[src/rtl/asp_pkg.sv]
package asp_pkg;

  localparam int POS_W = 7;

  typedef enum logic [1:0] {
    SPEED_SINGLE = 2'b00,
    SPEED_DOUBLE = 2'b01,
    SPEED_QUAD   = 2'b10,
    SPEED_RSVD   = 2'b11
  } speed_e;

  // Per-bit strobe bundle from timing control to the data path.
  typedef struct packed {
    logic             bitStart;   // next clk edge starts a new serial bit
    logic             slotStart;  // that bit is the first of a slot
    logic             isLeft;     // that bit lies in the left slot
    logic             narrow;     // slot is only 16 bit clocks long
    logic             quiet;      // reserved speed code, force data low
    logic [POS_W-1:0] pos;        // bit position within the slot
  } strobe_t;

endpackage

[src/rtl/asp_timing.sv]
module asp_timing
  import asp_pkg::*;
#(
  parameter int SYNC_STAGES = 2,
  parameter int SLOT_SCLKS  = 32,
  parameter int NARROW_SLOT = 16,
  parameter int MAX_SHIFT   = 4
) (
  input  logic       clk,
  input  logic       rstN,
  input  logic [1:0] speedMode,
  input  logic       isMaster,
  input  logic       halveMclk,
  input  logic       i2sFmt,
  input  logic       sclkIn,
  input  logic       lrckIn,
  output logic       sclkOut,
  output logic       lrckOut,
  output strobe_t    stb
);

  localparam int FRAME_SCLKS = 2 * SLOT_SCLKS;
  localparam int BIT_W       = $clog2(FRAME_SCLKS);
  localparam int PRE_W       = MAX_SHIFT;

  logic rsvd;
  assign rsvd = (speed_e'(speedMode) == SPEED_RSVD);

  // ---------------- master clock divider ----------------
  logic [2:0]       shiftK;
  logic [PRE_W-1:0] preLast, preHalf, preCnt, preInc;
  logic [BIT_W-1:0] bitCnt, nextBit;
  logic             mWrap;

  always_comb begin
    case (speed_e'(speedMode))
      SPEED_SINGLE: shiftK = 3'd3 + {2'b00, halveMclk};
      SPEED_DOUBLE: shiftK = 3'd2 + {2'b00, halveMclk};
      default:      shiftK = 3'd1 + {2'b00, halveMclk};
    endcase
  end

  assign preLast = PRE_W'((5'd1 << shiftK) - 5'd1);
  assign preHalf = PRE_W'(5'd1 << (shiftK - 3'd1));
  assign preInc  = PRE_W'(preCnt + 1'b1);
  assign nextBit = BIT_W'(bitCnt + 1'b1);
  assign mWrap   = isMaster && !rsvd && (preCnt >= preLast);

  always_ff @(posedge clk) begin
    if (!rstN || !isMaster || rsvd) begin
      preCnt  <= '0;
      bitCnt  <= '1;
      sclkOut <= 1'b0;
      lrckOut <= 1'b0;
    end else begin
      preCnt  <= mWrap ? '0 : preInc;
      sclkOut <= mWrap ? 1'b0 : (preInc >= preHalf);
      if (mWrap) begin
        bitCnt  <= nextBit;
        lrckOut <= !nextBit[BIT_W-1] ^ i2sFmt;
      end
    end
  end

  // ---------------- slave clock follower ----------------
  logic [SYNC_STAGES-1:0] sclkSync, lrckSync;
  logic                   sclkNow, lrckNow, sclkPrev, lrckLast, lenNarrow;
  logic [POS_W-1:0]       posReg, posNext;
  logic                   sFall, sSlotStart;

  assign sclkNow    = sclkSync[SYNC_STAGES-1];
  assign lrckNow    = lrckSync[SYNC_STAGES-1];
  assign sFall      = !isMaster && !rsvd && sclkPrev && !sclkNow;
  assign sSlotStart = (lrckNow != lrckLast);
  assign posNext    = sSlotStart ? '0 : ((posReg == '1) ? posReg : POS_W'(posReg + 1'b1));

  always_ff @(posedge clk) begin
    if (!rstN) begin
      sclkSync  <= '0;
      lrckSync  <= '0;
      sclkPrev  <= 1'b0;
      lrckLast  <= 1'b0;
      posReg    <= '0;
      lenNarrow <= 1'b0;
    end else begin
      sclkSync <= {sclkSync[SYNC_STAGES-2:0], sclkIn};
      lrckSync <= {lrckSync[SYNC_STAGES-2:0], lrckIn};
      sclkPrev <= sclkNow;
      if (sFall) begin
        lrckLast <= lrckNow;
        posReg   <= posNext;
        if (sSlotStart) lenNarrow <= (posReg < POS_W'(NARROW_SLOT));
      end
    end
  end

  // ---------------- strobe selection ----------------
  always_comb begin
    stb.quiet = rsvd;
    if (isMaster) begin
      stb.bitStart  = mWrap;
      stb.slotStart = (nextBit[BIT_W-2:0] == '0);
      stb.isLeft    = !nextBit[BIT_W-1];
      stb.narrow    = 1'b0;
      stb.pos       = POS_W'(nextBit[BIT_W-2:0]);
    end else begin
      stb.bitStart  = sFall;
      stb.slotStart = sSlotStart;
      stb.isLeft    = lrckNow ^ i2sFmt;
      stb.narrow    = sSlotStart ? (posReg < POS_W'(NARROW_SLOT)) : lenNarrow;
      stb.pos       = posNext;
    end
  end

  // Word clock moves only where the bit clock is left low (falling edge).
  assert_lrck_on_sclk_fall_R3: assert property (@(posedge clk) disable iff (!rstN)
    (!$stable(lrckOut) && $past(isMaster && !rsvd)) |-> !sclkOut);

  // Slave mode keeps the generated clocks quiet.
  assert_slave_clocks_low_R11: assert property (@(posedge clk) disable iff (!rstN)
    (!isMaster && $past(!isMaster)) |-> (!sclkOut && !lrckOut));

endmodule

[src/rtl/asp_shifter.sv]
module asp_shifter
  import asp_pkg::*;
#(
  parameter int SAMPLE_W = 24,
  parameter int NARROW_W = 16
) (
  input  logic                clk,
  input  logic                rstN,
  input  strobe_t             stb,
  input  logic                i2sFmt,
  input  logic [SAMPLE_W-1:0] sampleLeft,
  input  logic [SAMPLE_W-1:0] sampleRight,
  input  logic                sampleValid,
  output logic                sdout
);

  localparam int TAIL_BIT = SAMPLE_W - NARROW_W;

  logic [SAMPLE_W-1:0] pendL, pendR, holdL, holdR, nextL, nextR, word, shifted;
  logic [POS_W-1:0]    idx, lim;
  logic                loadHold, bitVal;

  assign loadHold = stb.bitStart && stb.slotStart && stb.isLeft;
  assign nextL    = loadHold ? pendL : holdL;
  assign nextR    = loadHold ? pendR : holdR;
  assign word     = stb.isLeft ? nextL : nextR;
  assign idx      = i2sFmt ? POS_W'(stb.pos - 1'b1) : stb.pos;
  assign lim      = stb.narrow ? POS_W'(NARROW_W) : POS_W'(SAMPLE_W);
  assign shifted  = word << idx;

  always_comb begin
    if (i2sFmt && (stb.pos == '0)) begin
      // Delayed last bit of the previous slot; only a narrow slot has one left.
      bitVal = stb.narrow && (stb.isLeft ? holdR[TAIL_BIT] : holdL[TAIL_BIT]);
    end else begin
      bitVal = (idx < lim) && shifted[SAMPLE_W-1];
    end
  end

  always_ff @(posedge clk) begin
    if (!rstN) begin
      pendL <= '0;
      pendR <= '0;
      holdL <= '0;
      holdR <= '0;
      sdout <= 1'b0;
    end else begin
      if (sampleValid) begin
        pendL <= sampleLeft;
        pendR <= sampleRight;
      end
      holdL <= nextL;
      holdR <= nextR;
      if (stb.quiet)        sdout <= 1'b0;
      else if (stb.bitStart) sdout <= bitVal;
    end
  end

endmodule

[src/rtl/audio_serial_port.sv]
module audio_serial_port
  import asp_pkg::*;
#(
  parameter int SAMPLE_W    = 24,
  parameter int SYNC_STAGES = 2
) (
  input  logic                clk,
  input  logic                rstN,
  input  logic [1:0]          speedMode,
  input  logic                isMaster,
  input  logic                halveMclk,
  input  logic                i2sFmt,
  input  logic                sclkIn,
  input  logic                lrckIn,
  input  logic [SAMPLE_W-1:0] sampleLeft,
  input  logic [SAMPLE_W-1:0] sampleRight,
  input  logic                sampleValid,
  output logic                sdout,
  output logic                sclkOut,
  output logic                lrckOut
);

  strobe_t stb;

  asp_timing #(
    .SYNC_STAGES(SYNC_STAGES),
    .SLOT_SCLKS (32),
    .NARROW_SLOT(16),
    .MAX_SHIFT  (4)
  ) timingCtl (
    .clk      (clk),
    .rstN     (rstN),
    .speedMode(speedMode),
    .isMaster (isMaster),
    .halveMclk(halveMclk),
    .i2sFmt   (i2sFmt),
    .sclkIn   (sclkIn),
    .lrckIn   (lrckIn),
    .sclkOut  (sclkOut),
    .lrckOut  (lrckOut),
    .stb      (stb)
  );

  asp_shifter #(
    .SAMPLE_W(SAMPLE_W),
    .NARROW_W(16)
  ) dataPath (
    .clk        (clk),
    .rstN       (rstN),
    .stb        (stb),
    .i2sFmt     (i2sFmt),
    .sampleLeft (sampleLeft),
    .sampleRight(sampleRight),
    .sampleValid(sampleValid),
    .sdout      (sdout)
  );

  // Master data changes only where the generated bit clock is low.
  assert_sdout_on_sclk_fall_R3: assert property (@(posedge clk) disable iff (!rstN)
    (!$stable(sdout) && $past(isMaster && (speedMode != 2'b11))) |-> !sclkOut);

  // Reserved speed code leaves every output low.
  assert_reserved_quiet_R10: assert property (@(posedge clk) disable iff (!rstN)
    ((speedMode == 2'b11) && $past(speedMode == 2'b11)) |-> (!sdout && !sclkOut && !lrckOut));

endmodule

[config.mk]
export PLATFORM = sky130hd
export DESIGN_NAME = audio_serial_port
export DESIGN_NICKNAME = d
export VERILOG_FILES = /design/src/rtl/asp_pkg.sv /design/src/rtl/asp_timing.sv /design/src/rtl/asp_shifter.sv /design/src/rtl/audio_serial_port.sv
export SDC_FILE = /design/constraint.sdc
export NUM_CORES = 1
export LEC_CHECK = 0
export BUFFER_PORTS_ARGS = -buffer_cell sky130_fd_sc_hd__buf_4
export CORE_MARGIN = 10
export CORE_UTILIZATION = 55
export DETAILED_ROUTE_END_ITERATION = 12
export PLACE_DENSITY_LB_ADDON = 0.2
export SYNTH_ARGS = -nofsm -noshare
export SYNTH_HDL_FRONTEND = slang
export SYNTH_SLANG_ARGS = --single-unit
[constraint.sdc]
create_clock -name clk -period 4.2 [get_ports clk]
set_input_delay 0.42 -clock clk [delete_from_list [all_inputs] [get_ports clk]]
set_output_delay 0.42 -clock clk [all_outputs]
set_load 0.05 [all_outputs]
; Word level (Yosys, flattened, before mapping)
; Index checks and enable logic that the tools add are counted.
[totals]
input_bits = 58
reg_bits = 123
[op_classes]
n_eq_ne = 4
n_reduce_logical = 22
addsub = 9
n_bitwise = 3
shifts = 3
mux = 13
n_lt_le_gt_ge = 4
[op_table]
columns = operator, count
row1 = two-way mux 24 bit, 3
row2 = two-way mux 7 bit, 4
row3 = left shift 24 x 7 -> 24 bit, 1
row4 = logical AND 1 bit, 10
row5 = >= comparator 4 bit, 2
row6 = two-way mux 4 bit, 2
row7 = left shift 1 x 3 -> 4 bit (first input constant), 2
row8 = adder 7 x 1 -> 7 bit (second input constant), 1
row9 = == test 7 bit (second input constant), 1
row10 = logical NOT 7 bit, 1
row11 = less-than comparator 7 x 5 -> 1 bit (second input constant), 1
row12 = less-than comparator 7 bit, 1
row13 = subtractor 7 x 1 -> 7 bit (second input constant), 1
row14 = adder 2 x 1 -> 3 bit (first input constant), 2
row15 = adder 6 x 1 -> 6 bit (second input constant), 1
row16 = one-hot mux 3 bit (2 select lines), 1
row17 = logical NOT 1 bit, 5
row18 = logical NOT 5 bit, 1
row19 = adder 4 x 1 -> 4 bit (second input constant), 1
row20 = OR reduction 2 bit, 2
row21 = subtractor 4 x 1 -> 4 bit (second input constant), 1
row22 = two-way mux 1 bit, 3
row23 = subtractor 3 x 1 -> 3 bit (second input constant), 1
row24 = adder 1 x 1 -> 2 bit (first input constant), 1
row25 = 7 further kinds, 9

; Depth between registers and ports, before layout
; Gate-level depths: netlist (run 1).
[logic_depth]
depth_word = 14
depth_mapped = 15
ltp_nobuf = 13

; Cells and area by module
; A second synthesis (run 1) with hierarchy kept.
[unflattened]
cells_unflattened = 726
hier_area_um2 = 6407.4
[by_module_without_submodules]
columns = mod, area_per_inst_um2, cells_per_inst, n_inst, seq_area_each_um2
row1 = asp_shifter, 4783.3, 528, 1, 1941.9
row2 = asp_timing, 1624.1, 198, 1, 520.5

; Worst setup path after synthesis (run 1)
; Ideal clock, no wire load.
[synth_path]
path_kind = input -> register
start = in speedMode[1]
end = reg dataPath.sdout
path_stages = 15
arrival_time_ps = 2984
slack_ps = 1100
path_cell_list = clkbuf_1 > or3_1 > ha_1 > a21oi_1 > o211ai_1 > and4_1 > buf_4 > and2_1 > buf_6 > buf_6 > mux2i_1 > a22oi_1 > nand4_1 > and3b_1 > o211a_1
[synth_via]
elab_chain_len = 14
[synth_rtl]
columns = element, line_no
row1 = "start, declared", audio_serial_port.sv:9  ; input logic [1:0] speedMode,
row2 = == test 2 x 1 -> 1 bit or logical NOT 2 bit (tied branches), asp_timing.sv:36  ; case (speed_e'(speedMode))
row3 = one-hot mux 3 bit (2 select lines), asp_timing.sv:36
row4 = left shift 1 x 3 -> 4 bit, asp_timing.sv:43  ; assign preLast = PRE_W'((5'd1 << shiftK) - 5'd1);
row5 = subtractor 4 x 1 -> 4 bit, asp_timing.sv:43
row6 = >= comparator 4 bit, asp_timing.sv:47  ; assign mWrap = isMaster && !rsvd && (preCnt >= preLast);
row7 = logical AND 1 bit, asp_timing.sv:47
row8 = two-way mux 4 bit, asp_timing.sv:100  ; if (isMaster) begin
row9 = logical AND 1 bit (2 in a row), asp_shifter.sv:23  ; assign loadHold = stb.bitStart && stb.slotStart && stb.isLeft;
row10 = two-way mux 24 bit (on tied branches), "asp_shifter.sv:25, asp_shifter.sv:24"
row11 = two-way mux 24 bit, asp_shifter.sv:26  ; assign word = stb.isLeft ? nextL : nextR;
row12 = left shift 24 x 7 -> 24 bit, asp_shifter.sv:29  ; assign shifted = word << idx;
row13 = logical AND 1 bit, asp_shifter.sv:36  ; bitVal = (idx < lim) && shifted[SAMPLE_W-1];
row14 = two-way mux 1 bit, asp_shifter.sv:32  ; if (i2sFmt && (stb.pos == '0)) begin
row15 = "end signal, assigned", asp_shifter.sv:55  ; else if (stb.bitStart) sdout <= bitVal;
row16 = "end, declared", asp_shifter.sv:14  ; output logic sdout
; Several ways; a longest one is shown, not always the timed one.
; A chain may end at the register's enable or synchronous reset.

; Worst setup path in the final report (run 1)
[layout_path]
start = reg timingCtl.posReg[0]
end = reg dataPath.sdout
[layout_via]
elab_chain_len = 9
[layout_rtl]
columns = element, line_no
row1 = "start, declared", asp_timing.sv:68  ; logic [POS_W-1:0] posReg, posNext;
row2 = "start signal, assigned", asp_timing.sv:91  ; posReg <= posNext;
row3 = adder 7 x 1 -> 7 bit or == test 7 bit (tied branches), asp_timing.sv:75  ; assign posNext = sSlotStart ? '0 : ((posReg == '1) ? posReg : POS_W'(posReg + 1'b1));
row4 = two-way mux 7 bit (2 in a row), asp_timing.sv:75
row5 = two-way mux 7 bit, asp_timing.sv:100
row6 = subtractor 7 x 1 -> 7 bit, asp_shifter.sv:27  ; assign idx = i2sFmt ? POS_W'(stb.pos - 1'b1) : stb.pos;
row7 = two-way mux 7 bit, asp_shifter.sv:27
row8 = left shift 24 x 7 -> 24 bit or less-than comparator 7 bit (tied branches), "asp_shifter.sv:29, asp_shifter.sv:36"
row9 = logical AND 1 bit, asp_shifter.sv:36
row10 = two-way mux 1 bit (*), asp_shifter.sv:32
; Mark *: on every way between the ends. The rest lies on a longest branch, timed or not.

==> results.cfg, run 1 <==
[sta]
rsz0062_at_grt = no
post-route-period-util_pct = 79.4
finalClockSkew_ns = 0.00663
finalHoldViolations = 0
setup_viol = 0
worst_slew_pin_slew_ns = 0.921
period_minus_slack_ns = 3.34
relSlewSlack_pct = 38.6
fmax_ghz = 0.300
slew_violations = 0
setup_tns_ns = 0

[layout]
stdcell_area_sq_um = 7700
drive_above_1_share_pct = 15.5
num_antenna_cells = 0
areaGrowthSynthToFinish_pct = 16.2
final_nets = 857
utilization_pct = 64.6

[synth]
synth-edff-count = 0
synth_cells = 749
syn_avg_cell_area_sq_um = 8.85
synth_area_sq_um = 6630
synth_cell_types = 65
synth_top_cell_by_area = dfxtp_1
ys_seq_area_share_pct = 37.2
synth_seq_cells = 123
yosys_most_used_dff = dfxtp_1
yosys_warnings = 0
synth.top_cell.area_share_pct = 37.2
syn_nets = 821
synth.area.top_cells = dfxtp_1 37%, mux2i_1 12%, nand2_1 7.8%
async_reset_ff_share_pct = 0

[route]
highest-signal-layer = met4
wirelength_mm = 15.4
dr.pass1.iters = 5
via_count = 5455
ant_nets = 0
drtIter0Drc = 446
wl_met1_mm = 6.77
vias_per_cell = 5.77
route.detailed.drc = 0
routed-wl-met2_mm = 7.70
met3_wirelength_microns = 671
avgRoutedWirePerCell_microns = 16.3

[power_and_ir_drop]
switchingPower_w = 0.000802
power.density_nw_per_um2 = 405
power.leakage_nw = 3.13
swShare_pct = 25.7
p_int_w = 0.00231
p_seq_share_pct = 40.0
p_comb_share_pct = 12.8
ir_worst_vdd_mv = 0.310
power.total_w = 0.00312
clockPowerShare_pct = 47.2

[floorplan]
die_y_microns = 130
ioPinCount = 61
fp.dieArea_sq_um = 16800
die_width_microns = 130
placementRows = 40
start_util_pct = 55.6
core-area_sq_um = 11900

[worst_setup_path]
endpoint_kind = flip-flop
required_ns = 4.51
cpPeakStageDelay_ns = 0.43
crit_type = flip-flop to flip-flop
crit_buf_inv = 0
critPathArrivalTime_ns = 3.65
worst_path_max_delay_cell = dfxtp_1
crit_chain = ha_1 > nand2_1 > o311a_4 > a22oi_4 > ha_1 > mux2_2 > nand2_1 > nor2_1 > a32oi_1 > and3_1 > and3b_1 > o211a_1
startpoint_type = flip-flop
path_max_fanout = 8
cp_top_family = compound AO/OA/AOI/OAI gates

[outcome]
status = finished, final reports clean

[clock_tree]
cts_tree = done
clock_sinks = 123
cts.clk_slew.worst_paths_ns = 0.06
clock_path_buffers = 2
ctsHtreeMaxLevel = 4
post-cts-setup-buffer-count = 0
cts_root_buffer = clkbuf_16
numCtsBuffers = 17
clk_latency_ns = 0.42
cts_resized = 0
holdBufCountCts = 0

[global_route]
track_usage_pct = 18.9
grt_max_degree = 113
antenna_found_initial = 0
grt_pass1_wl_mm = 25.7
grt_pass1_vias = 5445
gr-total-overflow = 0

[flow_run]
max_cap_violations = 0

[place]
routabilityCongestion = 0.903
dp_hpwl_mm = 10.6
postPlaceCellArea_sq_um = 7090
io_buffer_count = 60

[worst_hold_path]
min_path_type = input pin to flip-flop
power groups by stage:
stage	logic (W)	registers, W	clock network, W
floorplan	0.000289	0.00126	0
global placement	0.000387	0.00127	0
detailed placement	0.000396	0.00127	0
CTS	0.000398	0.00125	0.00149
global route	0.000440	0.00125	0.00155
finish	0.000400	0.00125	0.00147
layout make-up:
class	instances	area [sq um]
Multi-Input combinational cell	573	3920
Fill cell	1002	4210
Inverter	5	18.8
Timing Repair Buffer	65	513
Clock inverter	12	136
Sequential cell	123	2460
Tap cell	147	184
Clock buffer	20	467
placed cells by master, fill, tap and decap left out, types with 3 or more instances in the layout:
cell and instances:
or3_1 4, clkbuf_8 3, inv_1 5, nor2b_1 59, clkinvlp_4 3, a31oi_1 3
o21a_1 7, buf_4 63, xnor2_1 10, and4_1 3, and3_1 12, a21boi_0 46
ha_1 14, dfxtp_1 123, o211ai_1 6, xnor2_2 3, and2_1 10, mux2i_1 82
o211a_1 6, nor4_1 3, mux2_2 12, a21o_1 3, a311oi_1 3, a22oi_1 7
xor2_1 6, nand2_1 137, nor2_1 20, o21ai_0 10, o22ai_1 3, nand4_1 5
nor3_1 5, a21oi_1 18, clkinv_4 3, clkbuf_16 17, nand3_1 35, nor3b_1 3
worst reg2reg max path, delay by kind of cell, from the launching register on:
kind	cells	cell delay, ns
adder cells (fa/ha/maj)	2	0.55
AO/OA/AOI/OAI	4	1.10
flip-flops	1	0.43
multiplexers	1	0.27
AND/OR/NAND/NOR	5	0.89
Yosys cell counts (6+ instances only):
| cell | instances |
|---|---|
| and3_1 | 12 |
| a22oi_1 | 7 |
| o21ai_0 | 10 |
| buf_2 | 10 |
| nand2_1 | 137 |
| nor2_1 | 20 |
| nor2b_1 | 59 |
| a21oi_1 | 18 |
| o211ai_1 | 6 |
| o211a_1 | 6 |
| o21a_1 | 7 |
| xor2_1 | 6 |
| a21boi_0 | 46 |
| nand3_1 | 35 |
| clkbuf_1 | 26 |
| mux2_2 | 12 |
| buf_4 | 7 |
| ha_1 | 14 |
| and2_1 | 11 |
| xnor2_1 | 10 |
| mux2i_1 | 82 |
| dfxtp_1 | 123 |
registers in the layout (all words and copies together), names as in the netlist:
name,count
timingCtl.lenNarrow,1
timingCtl.sclkPrev,1
timingCtl.sclkOut,1
timingCtl.lrckLast,1
timingCtl.preCnt,4
timingCtl.lrckOut,1
timingCtl.bitCnt,6
dataPath.holdL,24
dataPath.pendL,24
dataPath.holdR,24
timingCtl.lrckSync,2
dataPath.pendR,24
timingCtl.sclkSync,2
timingCtl.posReg,7
dataPath.sdout,1
layer usage:
layer | global-route usage, % | vias up
met3 | 4.71 | 25
met2 | 32.2 | 133
met5 | 0 | -
li1 | - | 2701
met4 | 7.41 | 0
met1 | 22.3 | 2596
cells by family (layout without fill, tap and decap cells):
logic type / count (synthesis) / after routing / share of synthesized area [%]
buffers and inverters: 53 / 102 / 3.81
other: 1 / 1 / 0.0566
adders and majority gates: 14 / 14 / 2.64
muxes: 94 / 94 / 14.4
xor gates and xnor gates: 21 / 21 / 3.51
AOI/OAI and AO/OA: 134 / 134 / 15.2
DFF: 123 / 123 / 37.2
and+or+nand+nor: 309 / 309 / 23.2
metrics by stage:
stage                     cells  setup slack [ns]  hold WS (ns)
after global routing        945             0.634         0.202
after CTS                   945             0.902         0.197
final                       945             0.865         0.209
after global placement      913             0.649         0.431
after floorplan             749              1.10         0.412
after detailed placement    913             0.573         0.422
path summary, 6_finish.rpt:
| path | end | cells after the start | start | slack, ns |
|---|---|---|---|---|
| worst max register to register | dataPath.sdout | 12 | timingCtl.posReg[0] | 0.86 |
| worst max-delay path | dataPath.sdout | 12 | timingCtl.posReg[0] | 0.86 |
| worst min register to register | timingCtl.sclkSync[1] | 1 | timingCtl.sclkSync[0] | 0.43 |
| worst min-delay path | timingCtl.lrckSync[0] | 2 | lrckIn | 0.21 |
Power figures use the tool's default switching activity.
==> run 2, diff against run 1 <==
--- a/config.mk
+++ b/config.mk
@@ -7,7 +7,7 @@
 export LEC_CHECK = 0
 export BUFFER_PORTS_ARGS = -buffer_cell sky130_fd_sc_hd__buf_4
 export CORE_MARGIN = 10
-export CORE_UTILIZATION = 55
+export CORE_UTILIZATION = 54
 export DETAILED_ROUTE_END_ITERATION = 12
 export PLACE_DENSITY_LB_ADDON = 0.2
 export SYNTH_ARGS = -nofsm -noshare
==> constraint.sdc (replaced) <==
create_clock -name clk -period 2.9 [get_ports clk]
set_input_delay 0.29 -clock clk [delete_from_list [all_inputs] [get_ports clk]]
set_output_delay 0.29 -clock clk [all_outputs]
set_load 0.05 [all_outputs]
==> run 2 against run 1 <==
Register-to-register slack worse by 0.80 ns. Final area is 7.3% higher. Clock skew is 0.00062 ns higher. Cell count is 6.1% higher. Combinational power is 68% higher. Maximum frequency is 18% higher. Total power is 47% higher. Sequential power is 44% higher. Utilization is 4.2 points higher. Sequential cell count stayed put. Global-route usage is 1.0 points higher. Sequential share of layout area is 2.2 points lower.
==> results.cfg, run 2 (synthesized netlist as in run 1, its figures left out) <==
[sta]
period_minus_slack_ns = 2.84
relSlewSlack_pct = 47.0
finalHoldViolations = 0
setup_tns_ns = 0
fmax_ghz = 0.352
post-route-period-util_pct = 97.8
worst_slew_pin_slew_ns = 0.794
rsz0062_at_grt = yes
slew_violations = 0
finalClockSkew_ns = 0.00725
setup_viol = 0

[clock_tree]
cts_tree = done
cts_root_buffer = clkbuf_16
cts.clk_slew.worst_paths_ns = 0.06
numCtsBuffers = 17
clk_latency_ns = 0.42
holdBufCountCts = 0
clock_sinks = 123
clock_path_buffers = 2
ctsHtreeMaxLevel = 4

[power_and_ir_drop]
ir_worst_vdd_mv = 0.492
power.density_nw_per_um2 = 554
power.leakage_nw = 3.43

[worst_setup_path]
path_max_fanout = 5
startpoint_type = flip-flop
crit_buf_inv = 0
required_ns = 3.22
critPathArrivalTime_ns = 3.16
cpPeakStageDelay_ns = 0.35
cpMostUsedCell = nand4_1
cp_top_family = simple AND/OR/NAND/NOR gates
worst_path_max_delay_cell = dfxtp_2
endpoint_kind = flip-flop
crit_chain = ha_4 > and4_1 > nand4_1 > and2_4 > o21a_1 > ha_1 > mux2_4 > nand2_4 > nor2_1 > a22oi_1 > nand4_1 > and3b_1 > o211a_1
crit_type = flip-flop to flip-flop

[route]
drtIter0Drc = 404
route.detailed.drc = 0
ant_nets = 0
wirelength_mm = 16.5
dr.pass1.iters = 5
vias_per_cell = 5.69
avgRoutedWirePerCell_microns = 16.4
via_count = 5710

[flow_run]
max_cap_violations = 0

[layout]
drive_above_1_share_pct = 23.5
fill_cells = 961
seq_area_sq_um = 2460
areaGrowthSynthToFinish_pct = 24.7
final_nets = 916
utilization_pct = 68.8
final_cell_mix = 133 x nand2_1, 121 x dfxtp_1, 119 x buf_4
final_common_cell = nand2_1
multi_input_area_sq_um = 4040
num_antenna_cells = 0

[floorplan]
start_util_pct = 55.2
die_y_microns = 131
core-area_sq_um = 12000
placementRows = 40
die_width_microns = 131
fp.dieArea_sq_um = 17100
ioPinCount = 61

[place]
routabilityCongestion = 0.914
io_buffer_count = 60
dp_hpwl_mm = 11.8

[global_route]
gr-total-overflow = 0
grt_pass1_wl_mm = 27.3
track_usage_pct = 19.9
antenna_found_initial = 0
grt_pass1_vias = 5788
grt_max_degree = 67

[worst_hold_path]
min_path_type = input pin to flip-flop

[outcome]
status = finished, final reports clean
[run 2: changes by cell type in the layout (fill, tap and decap cells not counted), moves of 3 or more]
| cell | delta |
|---|---|
| buf_4 | +56 |
| ha_1 | -4 |
| nand2_1 | -4 |
| and2_4 | +3 |
| clkinv_4 | -3 |
[run 2: path summary, 6_finish.rpt]
path	slack, ns	endpoint	startpoint	cells after the start
max	0.06	dataPath.sdout	timingCtl.posReg[0]	13
min	0.08	timingCtl.sclkSync[0]	sclkIn	2
max reg2reg	0.06	dataPath.sdout	timingCtl.posReg[0]	13
min reg2reg	0.44	timingCtl.lrckSync[1]	timingCtl.lrckSync[0]	1
[run 2: timing repair]
action,4_1_cts,5_1_grt
pin swaps,1,7
gates resized for setup,7,18
gates cloned,0,1
endpoints found under the setup margin,1,1
setup buffers,0,0
[run 2: final cells by class]
class	instances	share of cell area, %
clock buffers	21	5.69
flip-flops and latches	123	29.8
well taps	147	2.23
clock inverters	10	1.39
inverters	5	0.227
repair buffers	123	11.7
multi-input cells	574	48.9
[run 2: power by group]
part / leakage, nW / total (W) / switching [W] / internal (W)
combinational: 2.15 / 0.000673 / 0.000350 / 0.000323
sequential: 1.00 / 0.00180 / 0.0000494 / 0.00175
clock: 0.282 / 0.00210 / 0.000776 / 0.00133
total: 3.43 / 0.00458 / 0.00117 / 0.00340
[run 2: stage by stage]
| stage | hold WS [ns] | instance area [sq um] | power, W | std cells | setup slack (ns) |
|---|---|---|---|---|---|
| after floorplan | 0.412 | 6680 | 0.00225 | 749 | 0.00193 |
| after global routing | 0.0633 | 8260 | 0.00476 | 1003 | -0.0517 |
| after global placement | 0.435 | 7580 | 0.00246 | 971 | -0.226 |
| after detailed placement | 0.433 | 7580 | 0.00248 | 971 | -0.279 |
| final | 0.0778 | 8260 | 0.00458 | 1003 | 0.0626 |
| after CTS | 0.0648 | 8180 | 0.00458 | 1002 | 0.00571 |
[run 2: metal layers]
metal | routed length [microns] | vias to the layer above | track usage, %
li1 | - | 2824 | -
met1 | 7040 | 2707 | 23.0
met2 | 8420 | 143 | 34.5
met3 | 698 | 36 | 5.36
met4 | 320 | 0 | 6.93
met5 | 0 | - | 0
==> run 3, diff against run 2 <==
--- a/config.mk
+++ b/config.mk
@@ -6,6 +6,7 @@
 export NUM_CORES = 1
 export LEC_CHECK = 0
 export BUFFER_PORTS_ARGS = -buffer_cell sky130_fd_sc_hd__buf_4
+export CORE_ASPECT_RATIO = 1.1
 export CORE_MARGIN = 10
 export CORE_UTILIZATION = 54
 export DETAILED_ROUTE_END_ITERATION = 12
==> run 3 against run 2 <==
Via count shrank 0.30%. Register-to-register slack is essentially flat. Cell count unchanged. Combinational power shrank 0.9%. Critical path type unchanged. Critical path depth unchanged. Sequential share of layout area is 0.068 points higher. Sequential power is essentially flat. Final area down 0.23%.
==> results.cfg, run 3 (synthesized netlist as in run 1, its figures left out) <==
[floorplan]
die_y_microns = 136
placementRows = 42
ioPinCount = 61
die_width_microns = 126
core-area_sq_um = 12000
fp.dieArea_sq_um = 17100
start_util_pct = 55.1

[power_and_ir_drop]
p_seq_share_pct = 38.0
clockPowerShare_pct = 47.9
p_int_w = 0.00352
switchingPower_w = 0.00122
power.leakage_nw = 3.41
p_comb_share_pct = 14.1
power.density_nw_per_um2 = 575
ir_worst_vdd_mv = 0.415
swShare_pct = 25.8
power.total_w = 0.00474

[global_route]
track_usage_pct = 19.4
use_met3_pct = 4.60
gr-total-overflow = 0
grt_max_degree = 70
grt_pass1_vias = 5715
busiest_layer = met2
met1_usage_pct = 21.8
grt_pass1_wl_mm = 27.4
grtUsageMet2_pct = 34.7
antenna_found_initial = 0

[sta]
period_minus_slack_ns = 2.85
post-route-period-util_pct = 98.3
fmax_ghz = 0.351
finalClockSkew_ns = 0.00768
setup_viol = 0
worst_slew_pin_slew_ns = 0.803
finalHoldViolations = 0
rsz0062_at_grt = yes
relSlewSlack_pct = 46.4
slew_violations = 0

[place]
io_buffer_count = 60
dp_hpwl_mm = 12.0
routabilityCongestion = 0.926
postPlaceCellArea_sq_um = 7490

[layout]
final_nets = 908
final_common_cell = nand2_1
fill_cells = 959
num_antenna_cells = 0
final_cell_mix = 133 x nand2_1, 121 x dfxtp_1, 114 x buf_4
seq_area_sq_um = 2460
drive_above_1_share_pct = 23.4
multi_input_area_sq_um = 4040
areaGrowthSynthToFinish_pct = 24.4
stdcell_area_sq_um = 8240

[worst_hold_path]
hold_depth = 2
min-delay-start = sclkIn
hold_end = timingCtl.sclkSync[0]
min_path_type = input pin to flip-flop

[clock_tree]
clk_latency_ns = 0.42
numCtsBuffers = 17
cts_root_buffer = clkbuf_16
cts_tree = done
cts.clk_slew.worst_paths_ns = 0.06
clock_sinks = 123
clock_path_buffers = 2
ctsHtreeMaxLevel = 4

[worst_setup_path]
worst-r2r-cell-count = 13
required_ns = 3.22
worst_path_max_delay_cell = dfxtp_2
crit_type = flip-flop to flip-flop
cpPeakStageDelay_ns = 0.35
critPathArrivalTime_ns = 3.17
endpoint_kind = flip-flop
cpMostUsedCell = and2_4
reg2reg_to = dataPath.sdout
crit_chain = ha_4 > and4_1 > nand4_1 > and2_4 > o21a_1 > ha_1 > mux2_2 > and2_4 > nor2_4 > a22oi_1 > a31oi_1 > o21ai_1 > o211a_1
startpoint_type = flip-flop
reg2reg_from = timingCtl.posReg[0]
ff2ff_setup_slack_ns = 0.05
path_max_fanout = 6

[route]
via_count = 5693
ant_nets = 0
dr.pass1.iters = 5
drtIter0Drc = 489
avgRoutedWirePerCell_microns = 16.7
vias_per_cell = 5.68
wirelength_mm = 16.7
route.detailed.drc = 0

[outcome]
status = finished, final reports clean

[flow_run]
max_cap_violations = 0
-- run 3: cell count changes in the layout (fill, tap and decap cells not counted), moves of 2 or more --
cell       previous run  this run
bufinv_16             2         4
clkinv_4              0         3
buf_4               119       114
clkinv_2              3         1
inv_6                 2         5
clkbuf_8              3         0
-- run 3: power by group through the flow --
stage	sequential [W]	clock [W]	combinational (W)
final	0.00180	0.00227	0.000667
after global placement	0.00184	0	0.000614
after global routing	0.00181	0.00239	0.000724
after floorplan	0.00183	0	0.000425
after CTS	0.00180	0.00230	0.000650
after detailed placement	0.00184	0	0.000636
-- run 3: cell type report --
class                           instances  area share (%)
Clock buffer                           17            5.16
Clock inverter                         15            2.55
Inverter                                5           0.228
Multi-Input combinational cell        573            49.0
Sequential cell                       123            29.9
Tap cell                              154            2.34
Timing Repair Buffer                  116            10.9
-- run 3: worst max-delay path, delay by kind of cell, from the launching register on --
kind / cells / cell delay (ns)
mux: 1 / 0.29
compound gates: 5 / 0.80
fa+ha+maj: 2 / 0.42
simple gates: 5 / 0.89
flops: 1 / 0.35
-- run 3: worst max-delay path by stage --
stage	startpoint	endpoint	slack, ns	cells past startpoint
after CTS	timingCtl.posReg[1]	dataPath.sdout	0.003	13
after detailed placement	halveMclk	dataPath.sdout	-0.26	14
after global routing	timingCtl.posReg[0]	dataPath.sdout	-0.09	13
after global placement	halveMclk	dataPath.sdout	-0.18	14
final	timingCtl.posReg[0]	dataPath.sdout	0.05	13
after floorplan	timingCtl.posReg[0]	dataPath.sdout	0.002	12
-- run 3: stage by stage --
step           hold slack [ns]  cells  TNS [ns]  utilization, %  setup WS, ns
6_report                0.0779   1003         0            68.5        0.0495
3_3_place_gp             0.418    967    -0.183            62.2        -0.183
3_5_place_dp             0.423    967    -0.260            62.2        -0.260
2_1_floorplan            0.412    749         0               -       0.00193
5_1_grt                 0.0769   1003   -0.0897            68.5       -0.0897
4_1_cts                 0.0654    999         0            67.8       0.00340
-- run 3: metal layers --
metal	wire, microns	up-vias
li1	-	2805
met1	7080	2719
met2	8570	139
met3	718	30
met4	356	0
met5	0	-
-- run 3: repair_timing --
| action | CTS | global route |
|---|---|---|
| cloned | 0 | 0 |
| buffers inserted | 0 | 4 |
| gates resized for setup | 10 | 15 |
| pin swaps | 0 | 5 |
| hold buffers | 0 | 0 |
| endpoints found under the setup margin | 1 | 1 |
